==> src/rtl/pwtx_pkg.sv <==
package pwtx_pkg;

  localparam int COLOR_W = 24;
  localparam int TIM_W   = 27;
  localparam int PH_W    = 6;

  // field positions inside the packed timing word
  localparam int ONE_HI_LSB  = 21;
  localparam int ONE_LO_LSB  = 16;
  localparam int ZERO_HI_LSB = 6;
  localparam int ZERO_LO_LSB = 0;

  typedef enum logic [2:0] {
    ST_IDLE  = 3'd0,
    ST_FETCH = 3'd1,
    ST_HIGH  = 3'd2,
    ST_LOW   = 3'd3,
    ST_LATCH = 3'd4
  } tx_state_e;

  function automatic logic [PH_W-1:0] high_len(input logic [TIM_W-1:0] t, input logic b);
    if (b) high_len = t[ONE_HI_LSB +: 6];
    else   high_len = {1'b0, t[ZERO_HI_LSB +: 5]};
  endfunction

  function automatic logic [PH_W-1:0] low_len(input logic [TIM_W-1:0] t, input logic b);
    if (b) low_len = {1'b0, t[ONE_LO_LSB +: 5]};
    else   low_len = t[ZERO_LO_LSB +: 6];
  endfunction

endpackage

==> src/rtl/pwtx_order.sv <==
module pwtx_order #(
  parameter int CH_W = 8
) (
  input  logic [2:0]        fmt,
  input  logic [3*CH_W-1:0] color_in,
  output logic [3*CH_W-1:0] color_out
);

  logic [CH_W-1:0] ch [3];

  for (genvar g = 0; g < 3; g++) begin : g_split
    assign ch[g] = color_in[(2-g)*CH_W +: CH_W];
  end

  always_comb begin
    unique case (fmt)
      3'd1:    color_out = {ch[0], ch[2], ch[1]};
      3'd2:    color_out = {ch[1], ch[0], ch[2]};
      3'd3:    color_out = {ch[1], ch[2], ch[0]};
      3'd4:    color_out = {ch[2], ch[0], ch[1]};
      3'd5:    color_out = {ch[2], ch[1], ch[0]};
      default: color_out = {ch[0], ch[1], ch[2]};
    endcase
  end

endmodule

==> src/rtl/pwtx_downcnt.sv <==
module pwtx_downcnt #(
  parameter int W = 6
) (
  input  logic         clk,
  input  logic         rst_n,
  input  logic         load,
  input  logic [W-1:0] load_val,
  input  logic         en,
  output logic         last
);

  logic [W-1:0] cnt_q, cnt_d;
  logic         cnt_en;

  assign last   = (cnt_q <= W'(1));
  assign cnt_en = load | (en & ~last);

  always_comb begin
    cnt_d = cnt_q;
    if (load)        cnt_d = load_val;
    else if (cnt_en) cnt_d = cnt_q - 1'b1;
  end

  always_ff @(posedge clk or negedge rst_n) begin
    if (!rst_n)      cnt_q <= '0;
    else if (cnt_en) cnt_q <= cnt_d;
  end


  step_down_chk: assert property (@(posedge clk) disable iff (!rst_n)
    ($past(en) && !$past(load) && !$past(last)) |-> (cnt_q == $past(cnt_q) - 1'b1));


  hold_chk: assert property (@(posedge clk) disable iff (!rst_n)
    (!$past(load) && !$past(en)) |-> $stable(cnt_q));

endmodule

==> src/rtl/pixel_wire_tx.sv <==
module pixel_wire_tx
  import pwtx_pkg::*;
#(
  parameter int LEN_W = 13,
  parameter int RST_W = 16,
  parameter int PIX_W = 32
) (
  input  logic             clk,
  input  logic             rst_n,
  input  logic             start,
  input  logic [LEN_W-1:0] cfg_frame_len,
  input  logic [26:0]      cfg_timing,
  input  logic [2:0]       cfg_format,
  input  logic [RST_W-1:0] cfg_reset_cycles,
  input  logic             pix_valid,
  input  logic [PIX_W-1:0] pix_data,
  output logic             pix_ready,
  output logic             line_out,
  output logic             busy,
  output logic             frame_done
);

  localparam int BIDX_W = $clog2(COLOR_W);
  localparam logic [BIDX_W-1:0] TOP_BIT = BIDX_W'(COLOR_W - 1);
  localparam logic [2:0] FMT_RST = 3'd2;

  tx_state_e          st_q, st_d;
  logic [COLOR_W-1:0] shreg_q, shreg_d;
  logic [BIDX_W-1:0]  bidx_q, bidx_d;
  logic [LEN_W-1:0]   left_q, left_d;
  logic [2:0]         fmt_q;
  logic [TIM_W-1:0]   tim_q;
  logic [RST_W-1:0]   rlen_q;
  logic               done_q, done_d;

  logic               cfg_en, pix_take, ready_c;
  logic [COLOR_W-1:0] ordered;
  logic               ph_load, ph_en, ph_last;
  logic [PH_W-1:0]    ph_val;
  logic               rs_load, rs_en, rs_last;
  logic [RST_W-1:0]   rs_val;
  logic               unused_ok;

  assign unused_ok = ^{pix_data[PIX_W-1:COLOR_W], tim_q[15:11]};

  pwtx_order #(.CH_W(COLOR_W/3)) u_order (
    .fmt       (fmt_q),
    .color_in  (pix_data[COLOR_W-1:0]),
    .color_out (ordered)
  );

  pwtx_downcnt #(.W(PH_W)) u_phase (
    .clk      (clk),
    .rst_n    (rst_n),
    .load     (ph_load),
    .load_val (ph_val),
    .en       (ph_en),
    .last     (ph_last)
  );

  pwtx_downcnt #(.W(RST_W)) u_latch (
    .clk      (clk),
    .rst_n    (rst_n),
    .load     (rs_load),
    .load_val (rs_val),
    .en       (rs_en),
    .last     (rs_last)
  );

  assign cfg_en   = (st_q == ST_IDLE) && start;
  assign rs_val   = (st_q == ST_IDLE) ? cfg_reset_cycles : rlen_q;
  assign pix_take = ready_c && pix_valid;

  // next-state process
  always_comb begin
    st_d    = st_q;
    shreg_d = shreg_q;
    bidx_d  = bidx_q;
    left_d  = left_q;
    ph_load = 1'b0;
    ph_val  = '0;
    ph_en   = 1'b0;
    rs_load = 1'b0;
    rs_en   = 1'b0;
    ready_c = 1'b0;
    done_d  = (st_q == ST_LATCH) && rs_last;

    unique case (st_q)
      ST_IDLE: begin
        if (start) begin
          left_d = cfg_frame_len;
          if (cfg_frame_len == '0) begin
            rs_load = 1'b1;
            st_d    = ST_LATCH;
          end else begin
            st_d = ST_FETCH;
          end
        end
      end
      ST_FETCH: begin
        ready_c = 1'b1;
      end
      ST_HIGH: begin
        ph_en = 1'b1;
        if (ph_last) begin
          ph_load = 1'b1;
          ph_val  = low_len(tim_q, shreg_q[COLOR_W-1]);
          st_d    = ST_LOW;
        end
      end
      ST_LOW: begin
        ph_en = 1'b1;
        if (ph_last) begin
          if (bidx_q != '0) begin
            shreg_d = shreg_q << 1;
            bidx_d  = bidx_q - 1'b1;
            ph_load = 1'b1;
            ph_val  = high_len(tim_q, shreg_q[COLOR_W-2]);
            st_d    = ST_HIGH;
          end else if (left_q == '0) begin
            rs_load = 1'b1;
            st_d    = ST_LATCH;
          end else begin
            ready_c = 1'b1;
            st_d    = ST_FETCH;
          end
        end
      end
      ST_LATCH: begin
        rs_en = 1'b1;
        if (rs_last) st_d = ST_IDLE;
      end
      default: st_d = ST_IDLE;
    endcase

    if (pix_take) begin
      shreg_d = ordered;
      bidx_d  = TOP_BIT;
      left_d  = left_q - 1'b1;
      ph_load = 1'b1;
      ph_val  = high_len(tim_q, ordered[COLOR_W-1]);
      st_d    = ST_HIGH;
    end
  end

  // register process
  always_ff @(posedge clk or negedge rst_n) begin
    if (!rst_n) begin
      st_q    <= ST_IDLE;
      shreg_q <= '0;
      bidx_q  <= '0;
      left_q  <= '0;
      done_q  <= 1'b0;
    end else begin
      st_q    <= st_d;
      shreg_q <= shreg_d;
      bidx_q  <= bidx_d;
      left_q  <= left_d;
      done_q  <= done_d;
    end
  end

  always_ff @(posedge clk or negedge rst_n) begin
    if (!rst_n) begin
      fmt_q  <= FMT_RST;
      tim_q  <= '0;
      rlen_q <= '0;
    end else if (cfg_en) begin
      fmt_q  <= cfg_format;
      tim_q  <= cfg_timing;
      rlen_q <= cfg_reset_cycles;
    end
  end

  assign pix_ready  = ready_c;
  assign line_out   = (st_q == ST_HIGH);
  assign busy       = (st_q != ST_IDLE);
  assign frame_done = done_q;


  done_idle_chk: assert property (@(posedge clk) disable iff (!rst_n)
    frame_done |-> !busy);


  done_once_chk: assert property (@(posedge clk) disable iff (!rst_n)
    frame_done |=> !frame_done);


  idle_low_chk: assert property (@(posedge clk) disable iff (!rst_n)
    !busy |-> !line_out);


  busy_start_chk: assert property (@(posedge clk) disable iff (!rst_n)
    $rose(busy) |-> $past(start));


  accept_high_chk: assert property (@(posedge clk) disable iff (!rst_n)
    (pix_ready && pix_valid) |=> line_out);


  stall_low_chk: assert property (@(posedge clk) disable iff (!rst_n)
    (pix_ready && !pix_valid) |=> (!line_out && busy));


  order_keep_chk: assert property (@(posedge clk) disable iff (!rst_n)
    (pix_ready && pix_valid) |-> ($countones(ordered) == $countones(pix_data[COLOR_W-1:0])));

endmodule

==> config.mk <==
export PLATFORM = sky130hd
export DESIGN_NAME = pixel_wire_tx
export DESIGN_NICKNAME = d
export VERILOG_FILES = /design/src/rtl/pwtx_pkg.sv /design/src/rtl/pwtx_order.sv /design/src/rtl/pwtx_downcnt.sv /design/src/rtl/pixel_wire_tx.sv
export SDC_FILE = /design/constraint.sdc
export NUM_CORES = 1
export LEC_CHECK = 0
export ABC_AREA = 1
export BUFFER_PORTS_ARGS = -buffer_cell sky130_fd_sc_hd__buf_2
export CORE_ASPECT_RATIO = 0.7
export CORE_MARGIN = 1
export CORE_UTILIZATION = 28
export CTS_CLUSTER_DIAMETER = 200
export DETAILED_ROUTE_END_ITERATION = 8
export PLACE_DENSITY = 0.5
export SYNTH_ARGS = -nofsm -noshare
export SYNTH_HDL_FRONTEND = slang
export SYNTH_SLANG_ARGS = --single-unit
export TNS_END_PERCENT = 100
==> constraint.sdc <==
create_clock -name clk -period 5.9 [get_ports clk]
set_input_delay 0.59 -clock clk [delete_from_list [all_inputs] [get_ports clk]]
set_output_delay 0.59 -clock clk [all_outputs]
set_load 0.005 [all_outputs]
# == Word-level counts from Yosys, hierarchy flattened ==
# Index checks and enable logic that the tools add are counted.
# word_totals
regBits,114
latch_bits,0
ram_bits,0
romBits,0
inputBits,95
output_inout_bits,4
word_cells,102
memories,0
# classes
addsub,4
mul,0
div,0
order_cmp,2
n_eq_ne,14
n_shift,0
muxes,49
n_bitwise,6
n_reduce_logical,17
# ops
cell,n
one-hot mux 24 bit (5 select lines),1
2-to-1 mux 24 bit,4
2-to-1 mux 6 bit,8
2-to-1 mux 13 bit,3
2-to-1 mux 16 bit,2
logical NOT 13 bit,2
2-to-1 mux 3 bit,8
2-to-1 mux 5 bit,4
<= comparator 16 x 1 -> 1 bit (second input constant),1
subtractor 16 x 1 -> 16 bit (second input constant),1
one-hot mux 3 bit (5 select lines),1
2-to-1 mux 1 bit,14
subtractor 13 x 1 -> 13 bit (second input constant),1
== test 3 x 2 -> 1 bit (second input constant),4
one-hot mux 6 bit (2 select lines),1
nonzero test 2 bit,5
== test 3 bit (second input constant),3
== test 3 x 1 -> 1 bit (second input constant),2
<= comparator 6 x 1 -> 1 bit (second input constant),1
inequality test 3 bit (second input constant),2
one-hot mux 1 bit (2 select lines),3
subtractor 6 x 1 -> 6 bit (second input constant),1
AND reduction 5 bit,1
nonzero test 5 bit,1
other kinds (13),18

# == Depth between registers and ports, before layout ==
# Gate-level depths: netlist (run 1).
# logic_depth
ltp_word,8
ltp_mapped,15

# == Modules after synthesis ==
# Synthesis (run 1) repeated with hierarchy kept, for this count alone.
# hier_totals
hier_cells,1073
hier_area_um2,7076.8
# modules_own_cells
module,instances,cells_per_inst,area_each_um2,seq_area_each_um2
pixel_wire_tx,1,687,4808.4,2178.3
pwtx_downcnt at u_latch,1,180,1214.9,400.4
pwtx_order,1,148,610.6,0.0
pwtx_downcnt at u_phase,1,58,442.9,150.1

# == Worst setup path before layout (run 1) ==
# No wires, ideal clock.
# synth_timing
kind,reg-to-reg
start,register u_phase.cnt_q[0]
end,register left_q[3]
setup_time_ns,0.120
t_arrival_ns,1.754
required_time_ns,5.780
setup_slack_ns,4.026
path_stages_with_launch,14
path_buffers,2
path_cell_list,dfrtp_1 inv_1 ha_1 inv_1 nand2_1 nand3_4 inv_2 nand3_4 nand2_4 nand2_4 buf_6 buf_6 o21ai_2 o21ai_2
# synth_via
elab_chain_len,6
word_cells_on_any_way,8
cone_classes,order compare: 1; mux: 3; reduce/logical: 4
# synth_rtl
item,line_no,source
start: declaration,pwtx_downcnt.sv:12,"logic [W-1:0] cnt_q, cnt_d;"
start signal: assignment,pwtx_downcnt.sv:26,else if (cnt_en) cnt_q <= cnt_d;
<= comparator 6 x 1 -> 1 bit (*),pwtx_downcnt.sv:15,assign last = (cnt_q <= W'(1));
2-to-1 mux 1 bit (*),pixel_wire_tx.sv:113,if (ph_last) begin
one-hot mux 1 bit (2 select lines) (*),pixel_wire_tx.sv:88,unique case (st_q)
net pix_ready,pixel_wire_tx.sv:17,"output logic pix_ready,"
logical AND 1 bit (*),pixel_wire_tx.sv:72,assign pix_take = ready_c && pix_valid;
nonzero test 2 bit (no line),--,
AND reduction 2 bit (no line),--,
end signal: assignment,pixel_wire_tx.sv:158,left_q <= left_d;
end: declaration,pixel_wire_tx.sv:30,"logic [LEN_W-1:0] left_q, left_d;"
# The timed path passes the listed nets; every way through them passes the cells marked *.
# A chain may end at the register's enable or synchronous reset.

# == Worst setup path in the final report (run 1) ==
# layout_timing
start,register st_q[0]
end,register left_q[11]
# layout_via
elab_chain_len,5
word_cells_on_any_way,9
cone_classes,eq/ne: 2; mux: 2; reduce/logical: 5
# layout_rtl
item,line_no,source
start: declaration,pixel_wire_tx.sv:27,"tx_state_e st_q, st_d;"
start signal: assignment,pixel_wire_tx.sv:155,st_q <= st_d;
== test 3 x 2 -> 1 bit or == test 3 x 1 -> 1 bit (tied branches),pixel_wire_tx.sv:88,
one-hot mux 1 bit (2 select lines),pixel_wire_tx.sv:88,
logical AND 1 bit,pixel_wire_tx.sv:72,
nonzero test 2 bit (no line),--,
AND reduction 2 bit (no line),--,
# Several ways; a longest one is shown, not always the timed one.

==> results.py, run 1 <==
metrics = {
    "status": {
        "status": "complete, no violations",
    },
    "clock_tree": {
        "clock_latency_ps": 360,
        "clk_path_buf_depth": 2,
        "cts_resized": 0,
        "htreeDepth": 3,
        "cts_buffers": 9,
        "clock_sinks": 109,
        "path_clk_slew_ps": 70,
        "cts_tree": "done",
        "cts_setup_buffers": 0,
        "root_buffer": "clkbuf_16",
        "ctsHoldBuffers": 0,
    },
    "global_route": {
        "antenna_found_initial": 1,
        "grt_use_total_pct": 15.9,
        "grt_pass1_wl_um": 29900,
        "overflow": 0,
        "grt_max_degree": 66,
        "grt_pass1_vias": 5667,
    },
    "detailed_routing": {
        "finalWirelength_um": 18100,
        "drtIter0Drc": 411,
        "via_count": 5976,
        "drt-pass1-iter-count": 5,
        "ant_nets": 0,
        "drc": 0,
        "avgRoutedWirePerCell_um": 13.7,
        "vias_per_cell": 4.52,
    },
    "job": {
        "drv_cap": 0,
    },
    "synth": {
        "ys_seq_area_share_pct": 41.1,
        "synthCells": 934,
        "netlist.area_leader.share_pct": 40.7,
        "ys_warn_count": 0,
        "synth_top_cell_by_area": "dfrtp_1",
        "yosysUniqueCellTypes": 34,
        "synth_nets": 1036,
        "syn_avg_cell_area_um2": 7.11,
        "ys_ff_latch": 109,
        "synthTopCellsByArea": "dfrtp_1, nand2_1, inv_1, o21ai_0, nand3_1",
        "syn_area_mm2": 0.00664,
    },
    "final_layout": {
        "nets": 1106,
        "area_growth_pct": 14.9,
        "seqCellArea_mm2": 0.00273,
        "fin_util_pct": 33.2,
        "final_cell_area_mm2": 0.00763,
        "final_layout_size_suffix_gt1_share_pct": 15.0,
        "fillerInstances": 2524,
        "multi_input_area_mm2": 0.00328,
    },
    "placement": {
        "port_buffers": 85,
        "place.gp.congestion": 0.856,
        "dp_hpwl_um": 13200,
        "place_area_mm2": 0.00732,
    },
    "sta": {
        "setup_viol": 0,
        "rsz0062_at_grt": "no",
        "slew_headroom_pct": 27.6,
        "period_share_pct": 51.0,
        "tns_ps": 0,
        "slew_viol_final": 0,
        "worstMarginPinSlew_ps": 1080,
        "skew_ps": 10.9,
        "fmax_ghz": 0.332,
        "min_period_ps": 3010,
        "finalHoldViolations": 0,
    },
    "worst_setup_path": {
        "cp.buffers_inverters": 3,
        "cp_data_required_time_ps": 6200,
        "worstRegToRegCells": 9,
        "r2r_setup_slack_ps": 2890,
        "slowest_delay_ps": 640,
        "worstSetupEndpointType": "flop",
        "slowest_stage": "nand2_1",
        "crit_fanout": 47,
        "crit_arrival_ps": 3300,
        "worstSetupPathType": "flop to flop",
        "r2r_start": "st_q[0]$_DFFE_PN0P_",
        "crit_chain": "nor2_1 -> nand2_1 -> nor2_4 -> buf_4 -> inv_1 -> buf_4 -> o21ai_2 -> o21ai_1 -> nand2_1",
        "worstSetupStartpointType": "flop",
        "path_delay_family": "simple AND/OR/NAND/NOR gates",
        "r2r-end": "left_q[11]$_DFFE_PN0P_",
        "worstSetupStartpoint": "st_q[0]$_DFFE_PN0P_",
    },
    "die": {
        "die_w_um": 186,
        "core_mm2": 0.0230,
        "ioPinCount": 99,
        "die_h_um": 131,
        "start_util_pct": 28.9,
        "rows": 46,
        "die_area_mm2": 0.0243,
    },
    "min_path": {
        "hold_class": "input pin to async pin",
    },
    "pwr": {
        "power_density_mw_per_mm2": 449,
        "p_leak_nw": 3.85,
        "ir_worst_vdd_uv": 168,
    },
}
per-stage QoR:
stage	setup slack, ps	cells	hold WS [ps]	power [mW]
6_report	2890	1322	338	3.42
4_1_cts	2840	1321	364	3.46
2_1_floorplan	4030	934	294	2.36
3_3_place_gp	2890	1305	455	2.76
3_5_place_dp	2870	1305	461	2.78
5_1_grt	2480	1322	421	3.76
how the worst max path moves through the flow:
stage	slack (ps)	depth (start not counted)	endpoint
finish	2890	9	left_q[11]$_DFFE_PN0P_
global route	2480	9	left_q[10]$_DFFE_PN0P_
CTS	2840	9	left_q[11]$_DFFE_PN0P_
detailed placement	2870	9	left_q[11]$_DFFE_PN0P_
global placement	2890	9	left_q[11]$_DFFE_PN0P_
floorplan	4030	13	left_q[3]$_DFFE_PN0P_
cells in the final DEF, fill, tap and decap left out, types with 2 or more instances in the layout:
cell type	netlist	layout
ha_1	7	7
nand2_2	10	10
o22ai_1	20	20
xor2_1	14	14
xnor2_1	10	10
clkbuf_16	0	9
a21oi_2	3	3
clkbuf_1	10	3
nor2_1	68	67
bufinv_16	0	2
nor3_1	2	2
nand2_4	2	2
nand3_4	2	2
buf_4	4	4
nor2_2	4	4
inv_2	10	10
inv_1	114	114
nand4_1	6	6
o21ai_0	80	80
nor4_1	2	2
o21ai_1	18	18
a21oi_1	32	32
nand3b_1	5	5
o211ai_1	11	11
nor2_4	7	8
clkinvlp_4	0	2
dfrtp_1	108	108
buf_2	7	84
nand3_1	51	51
o21ai_2	8	8
nand2_1	307	307
power by group:
group          total, mW  internal, mW  switching [mW]
Sequential          1.27          1.05           0.216
Combinational       1.49         0.505           0.987
Clock              0.661         0.374           0.287
Total               3.42          1.93            1.49
registers in the layout (all words and copies together) (netlist names), 3 cells and up:
name and count:
bidx_q 5, fmt_q 3, u_latch.cnt_q 16, tim_q 22
u_phase.cnt_q 6, st_q 3, left_q 13, rlen_q 16
shreg_q 24
cell usage after synthesis (all sizes together):
cell and number:
nand2 319, inv 124, dfrtp 108, o21ai 106, nor2 79, nand3 53
a21oi 35, o22ai 20, buf 19, xor2 14, o211ai 12, clkbuf 10
xnor2 10, ha 7, nand4 6, nand3b 5, nor3 2, nor4 2
a21boi 1, dfstp 1, o31ai 1
cells by family (layout without fill, tap and decap cells):
kind of cell               Yosys count  after routing  share of synthesized area, %
AOI/OAI and AO/OA                  175            175                          15.0
xor gates and xnor gates            24             24                          3.17
adders and majority gates            7              7                          1.32
buffers and inverters              153            228                          9.57
DFF                                109            109                          41.1
other                                0              1                             0
and+or+nand+nor                    466            466                          29.9
area by class of cell:
| type | count | area share, % |
|---|---|---|
| clock buffer | 12 | 3.10 |
| inverter | 124 | 6.10 |
| tap | 312 | 5.11 |
| antenna | 1 | 0.0328 |
| multi-input combinational | 672 | 43.0 |
| timing repair buffer | 88 | 5.90 |
| sequential | 109 | 35.8 |
| clock inverter | 4 | 0.984 |
per-layer routing:
layer,wire length [um],up-vias,track usage [%],part of all wire (%)
met5,0,-,0,0
met4,203,0,3.86,1.1
met3,792,13,3.22,4.4
met2,6910,133,21.6,38
met1,10200,2722,24.9,56
li1,-,3108,-,-
No activity file was read; power rests on OpenSTA's default activity.
==> run 2: changes to the inputs <==
--- a/config.mk
+++ b/config.mk
@@ -5,7 +5,7 @@
 export SDC_FILE = /design/constraint.sdc
 export NUM_CORES = 1
 export LEC_CHECK = 0
-export ABC_AREA = 1
+export ABC_AREA = 0
 export BUFFER_PORTS_ARGS = -buffer_cell sky130_fd_sc_hd__buf_2
 export CORE_ASPECT_RATIO = 0.7
 export CORE_MARGIN = 1
==> constraint.sdc (replaced) <==
create_clock -name clk -period 2.8 [get_ports clk]
set_input_delay 0.28 -clock clk [delete_from_list [all_inputs] [get_ports clk]]
set_output_delay 0.28 -clock clk [all_outputs]
set_load 0.005 [all_outputs]
==> run 2 against run 1 <==
Net effect:
- utilization grew 1.2 points
- via count shrank 4.0%
- cell count shrank 12%
- sequential share of layout area shrank 1.1 points
==> results.py, run 2 <==
metrics = {
    "sta": {
        "tns_ps": 0,
        "min_period_ps": 2640,
        "slew_viol_final": 0,
        "slew_headroom_pct": 54.8,
        "fmax_ghz": 0.378,
        "skew_ps": 8.58,
        "setup_viol": 0,
        "finalHoldViolations": 0,
        "worstMarginPinSlew_ps": 671,
        "period_share_pct": 94.4,
        "fin_ws_ps": 157,
        "rsz0062_at_grt": "no",
    },
    "synth": {
        "synth_ff_type": "dfrtp_1",
        "ys_seq_area_share_pct": 41.2,
        "synthTopCellsByCount": "nand2_1, dfrtp_1, mux2i_1",
        "synthTopCellsByArea": "dfrtp_1, nand2_1, mux2i_1, nor2_1, a21oi_1",
        "syn_avg_cell_area_um2": 8.67,
        "synth_edf_count": 0,
        "yosysUniqueCellTypes": 65,
        "syn_area_mm2": 0.00663,
        "netlist.area_leader.share_pct": 40.8,
        "synthMostInstantiatedCell": "nand2_1",
        "synth_nets": 867,
        "synth_top_cell_by_area": "dfrtp_1",
        "ys_ff_latch": 109,
        "ys_async_sr_fraction_pct": 100,
        "synthCells": 765,
        "ys_warn_count": 0,
    },
    "status": {
        "status": "complete, no violations",
    },
    "die": {
        "die_w_um": 186,
        "ioPinCount": 99,
        "rows": 46,
        "core_mm2": 0.0229,
        "start_util_pct": 28.9,
        "die_area_mm2": 0.0243,
        "die_h_um": 131,
    },
    "final_layout": {
        "nets": 944,
        "reg_top3": "shreg_q: 24 flops, tim_q: 22 flops",
        "final_layout_size_suffix_gt1_share_pct": 19.4,
        "largest_reg_flops": 24,
        "diodes": 0,
        "layout.cells.non_filler": 1159,
        "final_common_cell": "nand2_1",
        "final_cell_mix": "nand2_1, dfrtp_1, buf_2",
        "area_growth_pct": 18.8,
        "regMostFlops": "shreg_q",
    },
    "detailed_routing": {
        "vias_per_cell": 4.95,
        "drt-pass1-iter-count": 5,
        "finalWirelength_um": 18100,
        "via_count": 5738,
        "ant_nets": 0,
        "drc": 0,
        "avgRoutedWirePerCell_um": 15.7,
        "drtIter0Drc": 499,
    },
    "global_route": {
        "met1_usage_pct": 24.5,
        "overflow": 0,
        "grt_util_met2_pct": 21.3,
        "antenna_found_initial": 0,
        "grt_pass1_wl_um": 29300,
        "gr-max-usage-layer": "met1",
        "grt_use_met3_pct": 3.05,
        "grt_use_total_pct": 15.6,
        "grt_pass1_vias": 5416,
        "grt_max_degree": 54,
    },
    "worst_setup_path": {
        "slowest_stage": "or4_4",
        "crit_chain": "inv_1 -> ha_1 -> or3b_2 -> or4_4 -> nand3_1 -> a21oi_1 -> buf_2",
        "path_delay_family": "simple AND/OR/NAND/NOR gates",
        "cp.buffers_inverters": 2,
        "crit_fanout": 6,
        "worstSetupPathType": "flop to primary output",
        "cp_data_required_time_ps": 2520,
        "worstSetupEndpointType": "primary output",
        "crit_arrival_ps": 2360,
        "worstSetupStartpointType": "flop",
        "slowest_delay_ps": 510,
    },
    "pwr": {
        "p_leak_nw": 3.44,
        "ir_worst_vdd_uv": 384,
        "power_density_mw_per_mm2": 897,
    },
    "clock_tree": {
        "htreeDepth": 3,
        "root_buffer": "clkbuf_16",
        "cts_tree": "done",
        "clock_latency_ps": 360,
        "clock_sinks": 109,
        "path_clk_slew_ps": 80,
        "clk_path_buf_depth": 2,
        "cts_buffers": 9,
    },
    "placement": {
        "port_buffers": 85,
        "dpl.cell_count": 1140,
        "pre_cts_slack_ps": -16.9,
        "dp_hpwl_um": 12900,
        "place.gp.congestion": 0.817,
    },
    "job": {
        "drv_cap": 0,
    },
    "min_path": {
        "hold_class": "input pin to flop",
    },
}
-- run 2: cell count changes in the layout (fill, tap and decap cells not counted), moves of 18 or more --
| cell | previous run | this run |
|---|---|---|
| inv_1 | 114 | 14 |
| o21ai_0 | 80 | 24 |
| nor3_1 | 2 | 25 |
| o21ai_1 | 18 | 0 |
| nand2_1 | 307 | 187 |
| buf_4 | 4 | 25 |
| nand3_1 | 51 | 15 |
| nor2_1 | 67 | 35 |
| mux2i_1 | 0 | 52 |
-- run 2: where the power goes --
part / leakage [nW] / switching, mW / total [mW] / internal (mW)
logic: 1.99 / 1.62 / 2.99 / 1.37
registers: 1.32 / 0.594 / 2.82 / 2.22
clock network: 0.134 / 0.638 / 1.26 / 0.618
-- run 2: cell families (layout without fill, tap and decap cells) --
kind of cell | count (synthesis) | after routing | share of synthesized area (%)
AO/OA/AOI/OAI | 154 | 154 | 16.7
XOR/XNOR | 15 | 15 | 1.98
adder cells (fa/ha/maj) | 7 | 7 | 1.32
buffers and inverters | 66 | 148 | 4.38
flip-flops | 109 | 109 | 41.2
multiplexers | 63 | 63 | 9.72
AND/OR/NAND/NOR | 351 | 351 | 24.7
-- run 2: worst register-to-register path: cells and delay by family (launching register included) --
| kind | cells | cell delay (ps) |
|---|---|---|
| AO/OA/AOI/OAI | 2 | 400 |
| buffers and inverters | 2 | 270 |
| adder cells (fa/ha/maj) | 1 | 150 |
| flip-flops | 1 | 410 |
| AND/OR/NAND/NOR | 3 | 1310 |
-- run 2: final cells by class --
type | instances | area (um^2)
Tap cell | 312 | 390
Inverter | 14 | 52.6
Multi-Input combinational cell | 590 | 3640
Sequential cell | 109 | 2730
Fill cell | 2473 | 15000
Clock buffer | 9 | 225
Timing Repair Buffer | 118 | 783
Clock inverter | 7 | 57.6
-- run 2: path summary, 6_finish.rpt --
kind	cells after the start	endpoint	startpoint	slack, ps
worst min register to register	2	tim_q[17]$_DFFE_PN0P_	tim_q[17]$_DFFE_PN0P_	470
min in group asynchronous	2	rlen_q[12]$_DFFE_PN0P_	rst_n	490
worst max-delay path	7	pix_ready	left_q[0]$_DFFE_PN0P_	160
worst min-delay path	3	tim_q[23]$_DFFE_PN0P_	cfg_timing[23]	110
max in group asynchronous	3	shreg_q[6]$_DFFE_PN0P_	rst_n	1550
worst max register to register	8	left_q[7]$_DFFE_PN0P_	bidx_q[0]$_DFFE_PN0P_	160
-- run 2: layer usage --
layer | vias up | routed length [um]
li1 | 2894 | -
met1 | 2716 | 10000
met2 | 114 | 7170
met3 | 14 | 779
met4 | 0 | 164
met5 | - | 0
-- run 2: what timing repair did --
action	in CTS	in global routing
hold buffers	1	0
gates cloned	0	1
setup buffers	0	1
hold endpoints to repair	45	0
resized for setup	1	0
pin swaps	0	2
endpoints found under the setup margin	4	6
-- run 2: stage by stage --
stage               power (mW)  area, um^2  hold slack [ps]  util (%)
global placement          5.79        7550              362      33.0
CTS                       7.13        7850             92.6      34.2
finish                    7.06        7880              106      34.4
detailed placement        5.83        7550              361      33.0
floorplan                 4.94        6630            -15.6         -
global route              7.70        7880             97.0      34.4
==> run 3: changes to the inputs <==
--- a/config.mk
+++ b/config.mk
@@ -8,11 +8,11 @@
 export ABC_AREA = 0
 export BUFFER_PORTS_ARGS = -buffer_cell sky130_fd_sc_hd__buf_2
 export CORE_ASPECT_RATIO = 0.7
-export CORE_MARGIN = 1
+export CORE_MARGIN = 1.5
 export CORE_UTILIZATION = 28
 export CTS_CLUSTER_DIAMETER = 200
 export DETAILED_ROUTE_END_ITERATION = 8
-export PLACE_DENSITY = 0.5
+export PLACE_DENSITY = 0.52
 export SYNTH_ARGS = -nofsm -noshare
 export SYNTH_HDL_FRONTEND = slang
 export SYNTH_SLANG_ARGS = --single-unit
==> constraint.sdc (replaced) <==
create_clock -name clk -period 2.4 [get_ports clk]
set_input_delay 0.24 -clock clk [delete_from_list [all_inputs] [get_ports clk]]
set_output_delay 0.24 -clock clk [all_outputs]
set_load 0.005 [all_outputs]
==> run 3 against run 2 <==
Net effect:
- die area increased by 1.3%
- the flow now finishes with violations (negative setup slack)
- highest routed layer unchanged
- register-to-register slack got worse by 310 ps
- critical path depth rose by 3
- sequential share of layout area down 2.4 points
- sequential cell count unchanged
- power up 25%
==> results.py, run 3 (synthesis results as in run 2) <==
metrics = {
    "die": {
        "die_h_um": 132,
        "die_w_um": 187,
        "rows": 46,
        "start_util_pct": 28.9,
        "ioPinCount": 99,
        "core_mm2": 0.0230,
        "die_area_mm2": 0.0246,
    },
    "clock_tree": {
        "path_clk_slew_ps": 80,
        "cts_tree": "done",
        "cts_buffers": 9,
        "clock_latency_ps": 360,
        "root_buffer": "clkbuf_16",
        "clock_sinks": 109,
        "htreeDepth": 3,
        "clk_path_buf_depth": 2,
    },
    "sta": {
        "min_period_ps": 2550,
        "period_share_pct": 106,
        "finalHoldViolations": 0,
        "rsz0062_at_grt": "yes",
        "tns_ps": -4150,
        "fin_ws_ps": -152,
        "setup_viol": 56,
        "skew_ps": 13.4,
        "worstMarginPinSlew_ps": 620,
        "slew_headroom_pct": 58.5,
        "slew_viol_final": 0,
        "fmax_ghz": 0.392,
    },
    "detailed_routing": {
        "vias_per_cell": 4.99,
        "ant_nets": 0,
        "drc": 0,
        "drt-pass1-iter-count": 5,
        "via_count": 5993,
        "drtIter0Drc": 360,
        "finalWirelength_um": 19200,
        "avgRoutedWirePerCell_um": 16.0,
    },
    "final_layout": {
        "regMostFlops": "shreg_q",
        "seqCellArea_mm2": 0.00273,
        "nets": 987,
        "reg_top3": "shreg_q: 24 flops, tim_q: 22 flops",
        "fillerInstances": 2362,
        "final_layout_size_suffix_gt1_share_pct": 25.4,
        "area_growth_pct": 27.7,
        "diodes": 0,
        "largest_reg_flops": 24,
        "final_common_cell": "nand2_1",
        "final_cell_mix": "nand2_1, dfrtp_1, buf_2",
        "multi_input_area_mm2": 0.00374,
    },
    "worst_setup_path": {
        "crit_arrival_ps": 2810,
        "crit_fanout": 5,
        "cp_data_required_time_ps": 2660,
        "worstSetupStartpointType": "flop",
        "worstSetupEndpointType": "flop",
        "worstSetupPathType": "flop to flop",
    },
    "status": {
        "status": "finished, violations left",
        "violations": "negative setup slack",
    },
    "placement": {
        "port_buffers": 85,
        "dp_hpwl_um": 13600,
        "place.gp.congestion": 0.845,
        "pre_cts_slack_ps": -100,
    },
    "global_route": {
        "grt_max_degree": 54,
        "grt_pass1_vias": 5776,
        "overflow": 0,
        "antenna_found_initial": 0,
        "grt_pass1_wl_um": 31300,
        "grt_use_total_pct": 15.9,
    },
    "min_path": {
        "hold_class": "input pin to flop",
    },
    "pwr": {
        "ir_worst_vdd_uv": 409,
        "fin_total_pwr_mw": 8.82,
        "p_leak_nw": 3.74,
        "power_density_mw_per_mm2": 1040,
    },
    "job": {
        "drv_cap": 0,
    },
}
==> run 3: critical path: stages (launching register included) <==
cell and delay [ps]:
dfrtp_1 390, inv_2 90, ha_4 130, or3b_4 380
or4_4 540, buf_6 150, o32ai_4 300, buf_4 180
buf_6 130, a32oi_2 50, o21a_1 120
==> run 3: worst paths after layout <==
check	startpoint	cells past startpoint	slack (ps)	endpoint
setup / recovery	left_q[0]$_DFFE_PN0P_	10	-150	u_latch.cnt_q[11]$_DFFE_PN0P_
hold / removal	cfg_format[1]	3	70	fmt_q[1]$_DFFE_PN1P_
setup reg to reg	left_q[0]$_DFFE_PN0P_	10	-150	u_latch.cnt_q[11]$_DFFE_PN0P_
hold reg to reg	tim_q[17]$_DFFE_PN0P_	2	470	tim_q[17]$_DFFE_PN0P_
max in group asynchronous	rst_n	3	1290	shreg_q[4]$_DFFE_PN0P_
min in group asynchronous	rst_n	2	390	rlen_q[6]$_DFFE_PN0P_
==> run 3: metrics by stage <==
stage,util [%],hold WS [ps],cells,cell area [um^2]
after floorplan,-,-55.6,765,6660
after global placement,34.0,254,1168,7810
after detailed placement,34.0,266,1168,7810
after CTS,36.0,53.2,1196,8270
after global routing,36.9,55.0,1202,8460
final,36.9,69.2,1202,8460
==> run 3: timing repair <==
| item | in CTS | in global routing |
|---|---|---|
| resized for setup | 12 | 28 |
| buffers inserted | 10 | 3 |
| setup endpoints to repair | 32 | 66 |
| endpoints found under the hold margin | 34 | 0 |
| hold buffers | 1 | 0 |
| cloned | 1 | 3 |
| pin swaps | 6 | 8 |
==> run 3: final cells by class <==
class                           count  share of cell area [%]
Tap cell                          312                    4.61
Timing Repair Buffer              161                    14.7
Multi-Input combinational cell    590                    44.2
Sequential cell                   109                    32.2
Inverter                           14                   0.621
Clock inverter                      6                   0.813
Clock buffer                       10                    2.82
==> run 3: layer usage <==
metal,GRT usage (%),part of all wire [%],vias to the layer above
li1,-,-,2973
met3,3.09,4.0,13
met5,0,0,-
met1,24.9,55,2878
met4,3.41,1.1,0
met2,22.2,40,129
==> run 3: where the power goes <==
part,internal [mW],switching (mW),total (mW)
Combinational,1.92,2.11,4.04
Clock,0.847,0.739,1.59
Sequential,2.59,0.602,3.20
